$ cat config.mk
export PLATFORM = sky130hd
export DESIGN_NAME = reset_vector_seq
export DESIGN_NICKNAME = d
export VERILOG_FILES = /design/src/rtl/reset_vector_seq.sv
export SDC_FILE = /design/constraint.sdc
export NUM_CORES = 1
export LEC_CHECK = 0
export BUFFER_PORTS_ARGS = -buffer_cell sky130_fd_sc_hd__buf_2
export CAP_MARGIN = 5
export CORE_MARGIN = 3
export CORE_UTILIZATION = 40
export CTS_BUF_LIST = sky130_fd_sc_hd__clkbuf_8 sky130_fd_sc_hd__clkbuf_16
export DETAILED_ROUTE_END_ITERATION = 10
export PLACE_DENSITY = 0.72
export SYNTH_ARGS = -nofsm -noshare
export SYNTH_HDL_FRONTEND = slang
export SYNTH_SLANG_ARGS = --single-unit
$ cat constraint.sdc
create_clock -name clk_osc -period 1.8 [get_ports clk_osc]
set_input_delay 0.18 -clock clk_osc [delete_from_list [all_inputs] [get_ports clk_osc]]
set_output_delay 0.18 -clock clk_osc [all_outputs]
set_load 0.02 [all_outputs]
$ cat src/rtl/reset_vector_seq.sv
module reset_vector_seq #(
  parameter int          MIN_LOW_CYC = 16,
  parameter int          PRESCALE    = 16,
  parameter logic [7:0]  LO_PRESET   = 8'hFF,
  parameter logic [7:0]  HI_PRESET   = 8'h07,
  parameter logic [15:0] VEC_ADDR    = 16'hFFFE
) (
  input  logic        clk_osc,
  input  logic        rst_pin_n,
  input  logic [7:0]  stack_ptr,
  input  logic [7:0]  rdata,
  output logic        int_rst_o,
  output logic        sync_o,
  output logic        rd_o,
  output logic [15:0] addr_o,
  output logic [15:0] pc_o,
  output logic [7:0]  status_o
);
  localparam int PW = (PRESCALE > 1) ? $clog2(PRESCALE) : 1;
  localparam int LW = $clog2(MIN_LOW_CYC + 1);
  localparam logic [LW-1:0] LOW_MAX = LW'(MIN_LOW_CYC);
  localparam logic [PW-1:0] PRE_END = PW'(PRESCALE - 1);
  localparam logic [7:0] STATUS_RST = 8'h04;

  typedef enum logic [2:0] {
    S_HOLD, S_DELAY, S_STK, S_VLO, S_VHI, S_FETCH, S_RUN
  } st_t;

  st_t           st;
  logic          s1, s2, ph;
  logic [LW-1:0] low_q;
  logic [PW-1:0] pre;
  logic [7:0]    lo, hi;
  logic [1:0]    stk;
  logic [15:0]   pc;

  always_ff @(posedge clk_osc or negedge rst_pin_n)
    if (!rst_pin_n) {s2, s1} <= 2'b00;
    else            {s2, s1} <= {s1, 1'b1};

  always_ff @(posedge clk_osc) begin
    if (!s2) begin
      st    <= S_HOLD;
      low_q <= (low_q == LOW_MAX) ? low_q : low_q + LW'(1);
      ph    <= 1'b0;
      pre   <= '0;
      lo    <= LO_PRESET;
      hi    <= HI_PRESET;
      stk   <= 2'd0;
      pc    <= 16'h0000;
    end else begin
      case (st)
        S_HOLD: begin
          low_q <= '0;
          if (low_q >= LOW_MAX) st <= S_DELAY;
        end
        S_DELAY: begin
          pre <= pre + PW'(1);
          if (pre == PRE_END) begin
            pre <= '0;
            if (lo != 8'd0)      lo <= lo - 8'd1;
            else if (hi == 8'd0) st <= S_STK;
            else begin
              lo <= LO_PRESET;
              hi <= hi - 8'd1;
            end
          end
        end
        S_RUN: ph <= 1'b0;
        default: begin
          ph <= ~ph;
          if (ph) begin
            case (st)
              S_STK: if (stk == 2'd2) st <= S_VLO; else stk <= stk + 2'd1;
              S_VLO: begin pc[7:0]  <= rdata; st <= S_VHI;   end
              S_VHI: begin pc[15:8] <= rdata; st <= S_FETCH; end
              default: st <= S_RUN;
            endcase
          end
        end
      endcase
    end
  end

  assign int_rst_o = (st == S_HOLD) || (st == S_DELAY);
  assign rd_o      = (st == S_STK) || (st == S_VLO) || (st == S_VHI) || (st == S_FETCH);
  assign sync_o    = (st == S_FETCH);
  assign pc_o      = pc;
  assign status_o  = STATUS_RST;

  always_comb begin
    case (st)
      S_STK:          addr_o = {8'h00, stack_ptr - {6'd0, stk}};
      S_VLO:          addr_o = VEC_ADDR;
      S_VHI:          addr_o = VEC_ADDR + 16'd1;
      S_FETCH, S_RUN: addr_o = pc;
      default:        addr_o = 16'h0000;
    endcase
  end

  assert_pin_low_holds_R1: assert property (@(posedge clk_osc) disable iff (!rst_pin_n)
    !s2 |=> int_rst_o);
  assert_short_low_stays_R2: assert property (@(posedge clk_osc) disable iff (!rst_pin_n)
    (st == S_HOLD && s2 && low_q < LOW_MAX) |=> (st == S_HOLD));
  assert_release_on_overflow_R3: assert property (@(posedge clk_osc) disable iff (!rst_pin_n)
    $fell(int_rst_o) |-> ($past(hi) == 8'd0 && $past(lo) == 8'd0 && $past(pre) == PRE_END));
  assert_first_stack_cycle_R4: assert property (@(posedge clk_osc) disable iff (!rst_pin_n)
    $fell(int_rst_o) |-> (rd_o && addr_o == {8'h00, stack_ptr}));
  assert_vector_high_follows_R5: assert property (@(posedge clk_osc) disable iff (!rst_pin_n)
    (st == S_VLO && ph && s2) |=> (addr_o == VEC_ADDR + 16'd1));
  assert_pc_high_loaded_R6: assert property (@(posedge clk_osc) disable iff (!rst_pin_n)
    (st == S_VHI && ph && s2) |=> (pc_o[15:8] == $past(rdata)));
  assert_sync_at_pc_R7: assert property (@(posedge clk_osc) disable iff (!rst_pin_n)
    $rose(sync_o) |-> (addr_o == pc_o && rd_o));
  assert_sync_two_clocks_R7: assert property (@(posedge clk_osc) disable iff (!rst_pin_n)
    (sync_o && $past(sync_o) && s2) |=> !sync_o);
  assert_bus_quiet_in_reset_R9: assert property (@(posedge clk_osc) disable iff (!rst_pin_n)
    int_rst_o |-> (!rd_o && !sync_o && pc_o == 16'h0000));
endmodule

; ---- Yosys cells after proc, flatten, opt, wreduce, memory -nomap -nowiden
; Cells that the tools add are included.
[totals]
reg_bits = 49
out_inout_bits = 43
in_bits = 18
[classes]
n_bitwise = 6
n_eq_ne = 17
order_cmp = 1
add_sub_neg = 6
n_reduce_logical = 18
muxes = 16
[op_table]
columns = operator, count
row1 = 16-bit one-hot mux with 4 select lines, 1
row2 = 3-bit 2-to-1 mux, 6
row3 = 3-bit one-hot mux with 3 select lines, 2
row4 = 8-bit 2-to-1 mux, 2
row5 = "8-bit by 1-bit subtractor with 8-bit output, second input constant", 2
row6 = 5-bit 2-to-1 mux, 3
row7 = "2-bit != test, second input constant", 6
row8 = "3-bit equality test, second input constant", 3
row9 = 3-bit AND reduction, 3
row10 = 8-bit logical NOT, 1
row11 = 4-bit AND reduction, 2
row12 = 8-bit nonzero test, 1
row13 = 8-bit by 2-bit subtractor with 8-bit output, 1
row14 = 7-bit AND reduction, 1
row15 = "3-bit by 2-bit equality test with 1-bit output, second input constant", 2
row16 = 1-bit NOT, 6
row17 = "5-bit by 1-bit adder with 5-bit output, second input constant", 1
row18 = "5-bit equality test, second input constant", 1
row19 = "5-bit greater-or-equal comparator, second input constant", 1
row20 = "4-bit by 1-bit adder with 4-bit output, second input constant", 1
row21 = "4-bit equality test, second input constant", 1
row22 = 1-bit logical OR, 4
row23 = 4-bit 2-to-1 mux, 1
row24 = "4-bit != test, second input constant", 1
row25 = 10 further kinds, 11

; ---- Logic depth before layout (Yosys ltp)
; Gate-level depths: netlist of the first run.
[depth]
word_depth = 5
ltp_mapped = 8
mapped_depth_nobuf = 7

; ---- Worst setup path before layout of the first run
; Ideal clock, no wire load.
[synth_timing]
kind = register -> output
startpoint = reg stk[0]
endpoint = out addr_o[4]
path_stages_with_launch = 7
t_arrival_ns = 1.748
path_slack_ns = -0.128
t_required_ns = 1.620
cell_sequence = dfxtp_1 ha_1 fa_1 nor3b_1 xor2_1 o21ai_0 o21ai_0
[synth_via]
elab_chain_cells = 2
[synth_lines]
columns = element, line_no
row1 = from (decl), 34  ; logic [1:0] stk;
row2 = from (signal assigned), 49  ; stk <= 2'd0;
row3 = from (signal assigned), 74  ; S_STK: if (stk == 2'd2) st <= S_VLO; else stk <= stk + 2'd1;
row4 = 8-bit by 2-bit subtractor with 8-bit output, 93  ; S_STK: addr_o = {8'h00, stack_ptr - {6'd0, stk}};
row5 = 16-bit one-hot mux with 4 select lines, 92  ; case (st)
row6 = to (decl), 15  ; output logic [15:0] addr_o,
; Every way passes these cells.

; ---- Worst setup path after layout of the first run
[layout_timing]
startpoint = reg stk[0]
endpoint = out addr_o[2]
; Same word-level chain as after synthesis.

==> results of run 1 <==
how the worst max path moves through the flow:
stage | startpoint | to | slack [ns] | cells past startpoint
2_1_floorplan | st[1]$_SDFFE_PN0P_ | low_q[0]$_SDFFCE_PP0P_ | 0.008 | 5
3_3_place_gp | stack_ptr[0] | addr_o[4] | -0.02 | 9
3_5_place_dp | hi[0]$_SDFFE_PN1P_ | lo[0]$_SDFFE_PN1P_ | -0.07 | 6
4_1_cts | stk[0]$_SDFFE_PN0P_ | addr_o[6] | -0.30 | 7
5_1_grt | stk[0]$_SDFFE_PN0P_ | addr_o[4] | -0.36 | 7
6_report | stk[0]$_SDFFE_PN0P_ | addr_o[2] | -0.25 | 7
metal layers:
| layer | up-vias | wire length (um) |
|---|---|---|
| met5 | - | 0 |
| met3 | 18 | 532 |
| met4 | 0 | 167 |
| met2 | 113 | 4080 |
| met1 | 1418 | 3570 |
| li1 | 1478 | - |
cell type report:
type	instances	area (um^2)	share of cell area (%)
well taps	96	120	2.99
inverters	24	97.6	2.43
flip-flops and latches	49	1050	26.3
repair buffers	108	773	19.3
clock buffers	5	68.8	1.71
multi-input cells	271	1870	46.5
repair inverters	2	15.0	0.374
clock inverters	3	18.8	0.468
synth_stat cells, drive strengths merged (6+ instances only):
| cell | n |
|---|---|
| a21oi | 42 |
| buf | 15 |
| clkbuf | 17 |
| dfxtp | 42 |
| ha | 11 |
| inv | 23 |
| nand2 | 46 |
| nand3 | 19 |
| nor2 | 16 |
| nor3 | 7 |
| nor4 | 6 |
| o21ai | 28 |
| o31ai | 10 |
| or3 | 9 |
| or4 | 9 |
| xor2 | 6 |
cell families after synthesis:
group	count (synthesis)	share of synthesized area (%)
other	2	0.259
xor gates and xnor gates	9	2.71
buffers and inverters	56	9.18
adders and majority gates	12	5.43
muxes	3	1.12
AOI/OAI and AO/OA	103	21.5
and+or+nand+nor	133	24.0
DFF	49	35.8
power by group through the flow:
stage | clock (mW) | sequential (mW) | combinational [mW]
floorplan | 0 | 1.20 | 0.272
global placement | 0 | 1.21 | 0.354
detailed placement | 0 | 1.21 | 0.364
CTS | 0.673 | 1.19 | 0.391
global route | 0.721 | 1.20 | 0.522
finish | 0.647 | 1.19 | 0.480
per-stage QoR:
step | TNS [ns] | setup WS [ns]
after CTS | -1.67 | -0.296
final | -1.55 | -0.245
after global routing | -2.51 | -0.362
after global placement | -0.0223 | -0.0223
after detailed placement | -0.664 | -0.0678
after floorplan | 0 | 0.00810
flip-flops by register name (all words and copies together) (netlist names):
name	count
pre	4
s2	1
s1	1
lo	8
hi	8
stk	2
low_q	5
ph	1
st	3
pc_o	16
worst max-delay path, delay by kind of cell, from the launching register on:
family,cells,cell delay (ns)
buffers and inverters,2,0.32
AOI/OAI and AO/OA,2,0.25
DFF,1,0.35
adders and majority gates,2,0.52
xor gates and xnor gates,1,0.13
timing repair:
item | 4_1_cts | 5_1_grt
buffers inserted | 9 | 5
hold buffers | 1 | 0
pin swaps | 24 | 14
gates cloned | 3 | 3
setup endpoints to repair | 31 | 37
gates resized for setup | 55 | 36
hold endpoints to repair | 2 | 0
==> flow_summary.json, run 1 <==
{
  "status": "finished, violations left",
  "violations": "setup timing",
  "worst_hold_path.endpoint": "pc_o[3]$_SDFFE_PN0P_",
  "critPathKind": "reg -> out",
  "yosysTopAreaCell": "dfxtp_1",
  "grt_start_max_net_pins": 27,
  "io_buffers": 52,
  "p_seq_share_pct": 51.4,
  "nFillCells": 616,
  "synth_edf_count": 5,
  "static-leakage-power_nw": 1.67,
  "grt_usage_pct": 18.8,
  "overflow": 0,
  "synth_flop_cell": "dfxtp_1",
  "cts_num_sinks": 49,
  "route.detailed.drc": 0,
  "timing.hold.ws_ns": 0.118,
  "clock_skew_ns": 0.00766,
  "die_x_um": 91.2,
  "ant_nets": 0,
  "core_area_um2": 6910,
  "final_common_cell": "buf_4",
  "net-switching-power_mw": 0.682,
  "ys_seq_area_share_pct": 35.8,
  "p_int_mw": 1.63,
  "async_flop_share_pct": 4.08,
  "grt_pass1_vias": 2676,
  "drive_gt1_share_pct": 37.9,
  "critPathMaxFanout": 3,
  "rr_startpoint": "hi[0]$_SDFFE_PN1P_",
  "fin_crit_sh_pct": 114,
  "worstReg2RegEnd": "lo[5]$_SDFFE_PN1P_",
  "syn_area_per_cell_um2": 7.91,
  "die_height_um": 91.2,
  "placed_cells": 529,
  "rsz0062_at_grt": "true",
  "grt-busiest-layer": "met2",
  "h-tree-depth": 2,
  "initial_core_util_pct": 42.0,
  "power_mw": 2.32,
  "stdcell_count": 558,
  "cts_tree": "done",
  "mostFrequentLayoutCells": "buf_4, buf_2, nand2_1",
  "ir_worst_vdd_mv": 0.399,
  "maxCapViolations": 0,
  "pwr-share-clk_pct": 27.9,
  "worstHoldStart": "rdata[3]",
  "placed_area_um2": 3450,
  "final_area_um2": 4010,
  "worstPathArrival_ns": 1.87,
  "endpoint_kind": "output port",
  "grtUsageMet3_pct": 3.56,
  "synth_top_area_share_pct": 29.0,
  "hold_viol": 0,
  "clockRootBuffer": "clkbuf_8",
  "rows": 30,
  "vias": 3027,
  "fp.dieArea_um2": 8320,
  "pwr_density_cell_nw_per_um2": 577,
  "worstMarginPinSlew_ns": 0.558,
  "ys_types": 60,
  "syn_inst": 367,
  "switching_share_pct": 29.4,
  "antenna_found_initial": 0,
  "cp.required_ns": 1.62,
  "syn-cell-area_um2": 2900,
  "cts_buffer_depth": 2,
  "clk_latency_ns": 0.30,
  "wirelength_mm": 8.35,
  "via_per_inst": 5.42,
  "ff2ff_path_depth": 7,
  "yosys_warnings": 0,
  "firstDrtPassIters": 6,
  "setup_ws_ns": -0.245,
  "wl_per_cell_um": 15.0,
  "slowest_delay_ns": 0.36,
  "cp-start-kind": "flop",
  "finalSetupViolations": 11,
  "relSlewSlack_pct": 62.6,
  "hpwl_mm": 5.58,
  "worst-r2r-setup-slack_ns": -0.01,
  "synth_area_leaders": "dfxtp_1, a21oi_1, nand2_1",
  "min_period_ns": 2.05,
  "utilization_pct": 58.1,
  "ys_ff_latch": 49,
  "use_met1_pct": 26.2,
  "antenna_cells": 0,
  "fin_nets": 491,
  "ios": 61,
  "fmax_mhz": 489,
  "grt_use_met2_pct": 29.5,
  "p_comb_share_pct": 20.7,
  "cts-buffers-inserted": 5,
  "gp_congestion": 0.912,
  "slew_viol_final": 0,
  "hold_depth": 3,
  "grt_pass1_wl_mm": 12.9,
  "crit_path_cell_trace": "ha_4 -> fa_2 -> buf_4 -> xor2_1 -> o21ai_1 -> o21ai_1 -> buf_4",
  "min_path_type": "in -> reg",
  "cts.clk_slew.worst_paths_ns": 0.09,
  "areaGrowthSynthToFinish_pct": 38.2,
  "slowest_stage": "fa_2",
  "drtIter0Drc": 361
}
No activity file was read; power rests on OpenSTA's default activity.
==> run 2, diff against run 1 <==
--- a/config.mk
+++ b/config.mk
@@ -7,6 +7,7 @@
 export LEC_CHECK = 0
 export BUFFER_PORTS_ARGS = -buffer_cell sky130_fd_sc_hd__buf_2
 export CAP_MARGIN = 5
+export CORE_ASPECT_RATIO = 1.2
 export CORE_MARGIN = 3
 export CORE_UTILIZATION = 40
 export CTS_BUF_LIST = sky130_fd_sc_hd__clkbuf_8 sky130_fd_sc_hd__clkbuf_16
==> flow_summary.json, run 2 (same netlist as run 1, synthesis figures left out) <==
{
  "status": "finished, violations left",
  "violations": "setup timing",
  "hpwl_mm": 5.34,
  "cp.required_ns": 1.62,
  "die_height_um": 99.3,
  "core_area_um2": 6940,
  "min_path_type": "in -> reg",
  "worstPathArrival_ns": 1.91,
  "static-leakage-power_nw": 1.66,
  "slew_viol_final": 0,
  "worst-r2r-setup-slack_ns": 0,
  "worst_hold_path.endpoint": "pc_o[6]$_SDFFE_PN0P_",
  "finalSetupViolations": 9,
  "grt_pass1_wl_mm": 12.1,
  "timing.hold.ws_ns": 0.118,
  "antenna_found_initial": 0,
  "hold_depth": 3,
  "worstHoldStart": "rdata[6]",
  "overflow": 0,
  "grt_start_max_net_pins": 26,
  "mostFrequentLayoutCells": "buf_4, buf_2, nand2_1",
  "cp_common_cell": "buf_4",
  "slowest_delay_ns": 0.36,
  "setup_ws_ns": -0.286,
  "wl_per_cell_um": 14.5,
  "worstMarginPinSlew_ns": 0.505,
  "rr_startpoint": "hi[1]$_SDFFE_PN1P_",
  "antenna_cells": 0,
  "route.detailed.drc": 0,
  "grt_usage_pct": 17.5,
  "fp.dieArea_um2": 8320,
  "nFillCells": 651,
  "h-tree-depth": 2,
  "rsz0062_at_grt": "true",
  "critPathMaxFanout": 4,
  "cts.clk_slew.worst_paths_ns": 0.09,
  "clock_skew_ns": 0.00495,
  "gp_congestion": 0.944,
  "hold_viol": 0,
  "endpoint_kind": "output port",
  "worstReg2RegEnd": "st[1]$_SDFFE_PN0P_",
  "die_x_um": 83.8,
  "maxCapViolations": 0,
  "grt_pass1_vias": 2611,
  "areaGrowthSynthToFinish_pct": 35.7,
  "fin_crit_sh_pct": 116,
  "largest_reg_flops": 16,
  "min_period_ns": 2.09,
  "cts_num_sinks": 49,
  "cts_tree": "done",
  "critPathKind": "reg -> out",
  "cp-start-kind": "flop",
  "firstDrtPassIters": 5,
  "slowest_stage": "dfxtp_2",
  "drtIter0Drc": 244,
  "vias": 2934,
  "cts_buffer_depth": 2,
  "wirelength_mm": 7.83,
  "power_mw": 2.46,
  "relSlewSlack_pct": 66.0,
  "final_common_cell": "buf_4",
  "clockRootBuffer": "clkbuf_8",
  "fmax_mhz": 479,
  "initial_core_util_pct": 41.9,
  "pwr_density_cell_nw_per_um2": 624,
  "io_buffers": 52,
  "ios": 61,
  "crit_path_cell_trace": "buf_4 -> buf_6 -> ha_4 -> nand2b_4 -> nand3_4 -> xor2_4 -> a221oi_2 -> buf_4",
  "ff2ff_path_depth": 7,
  "rows": 33,
  "via_per_inst": 5.42,
  "ir_worst_vdd_mv": 0.611,
  "fin_nets": 483,
  "clk_latency_ns": 0.30,
  "ant_nets": 0,
  "drive_gt1_share_pct": 37.0,
  "cts-buffers-inserted": 5
}
-- run 2: cell count changes in the layout (fill, tap and decap cells not counted), sizes merged --
| cell | change |
|---|---|
| clkdlybuf4s15 | -1 |
| buf | -3 |
| clkinv | +1 |
| bufinv | +1 |
| inv | -1 |
| clkinvlp | -4 |
| o211ai | -1 |
-- run 2: how the worst max path moves through the flow --
stage          slack [ns]                      to           startpoint
6_report            -0.29               addr_o[7]  stk[0]$_SDFFE_PN0P_
5_1_grt             -0.41               addr_o[4]  stk[0]$_SDFFE_PN0P_
4_1_cts             -0.25               addr_o[6]  stk[0]$_SDFFE_PN0P_
3_5_place_dp        -0.06      hi[6]$_SDFFE_PN0P_   hi[1]$_SDFFE_PN1P_
3_3_place_gp        -0.03               addr_o[4]         stack_ptr[0]
2_1_floorplan       0.008  low_q[0]$_SDFFCE_PP0P_   st[1]$_SDFFE_PN0P_
-- run 2: timing repair --
item | 4_1_cts | 5_1_grt
buffers inserted | 7 | 6
pin swaps | 7 | 18
endpoints found under the hold margin | 2 | 0
setup endpoints to repair | 33 | 39
hold buffers | 1 | 0
gates cloned | 0 | 2
resized for setup | 37 | 44
-- run 2: layout make-up --
| cell class | instances | area [um^2] | area share [%] |
|---|---|---|---|
| flip-flops and latches | 49 | 1060 | 26.8 |
| inverters | 24 | 97.6 | 2.48 |
| well taps | 87 | 109 | 2.76 |
| clock buffers | 6 | 93.8 | 2.38 |
| repair buffers | 103 | 698 | 17.7 |
| multi-input cells | 270 | 1850 | 46.9 |
| clock inverters | 2 | 38.8 | 0.984 |
-- run 2: routing by layer --
metal	track usage, %	up-vias	share of wire [%]
li1	-	1459	-
met2	29.3	84	50
met5	0	-	0
met4	5.45	0	1.8
met3	3.23	14	5.0
met1	22.9	1377	44
-- run 2: stage by stage --
| step | std cells | area, um^2 | util [%] | setup WS (ns) | setup TNS, ns |
|---|---|---|---|---|---|
| after floorplan | 374 | 2940 | - | 0.00810 | 0 |
| after global placement | 517 | 3400 | 49.1 | -0.0258 | -0.0505 |
| after detailed placement | 517 | 3400 | 49.1 | -0.0637 | -0.370 |
| after CTS | 533 | 3710 | 53.4 | -0.246 | -1.42 |
| after global routing | 541 | 3940 | 56.8 | -0.410 | -2.70 |
| final | 541 | 3940 | 56.8 | -0.286 | -1.71 |
-- run 2: power by group --
part / switching, mW / total (mW) / internal [mW] / leakage, nW
Sequential: 0.0367 / 1.18 / 1.15 / 0.417
Combinational: 0.226 / 0.387 / 0.161 / 1.18
Clock: 0.384 / 0.888 / 0.504 / 0.0669
-- run 2: worst max-delay path, delay by kind of cell (launching register included) --
| family | cells | cell delay, ns |
|---|---|---|
| buf+inv | 3 | 0.41 |
| flops | 1 | 0.36 |
| compound gates | 1 | 0.29 |
| simple gates | 2 | 0.24 |
| xor+xnor | 1 | 0.21 |
| fa+ha+maj | 1 | 0.11 |
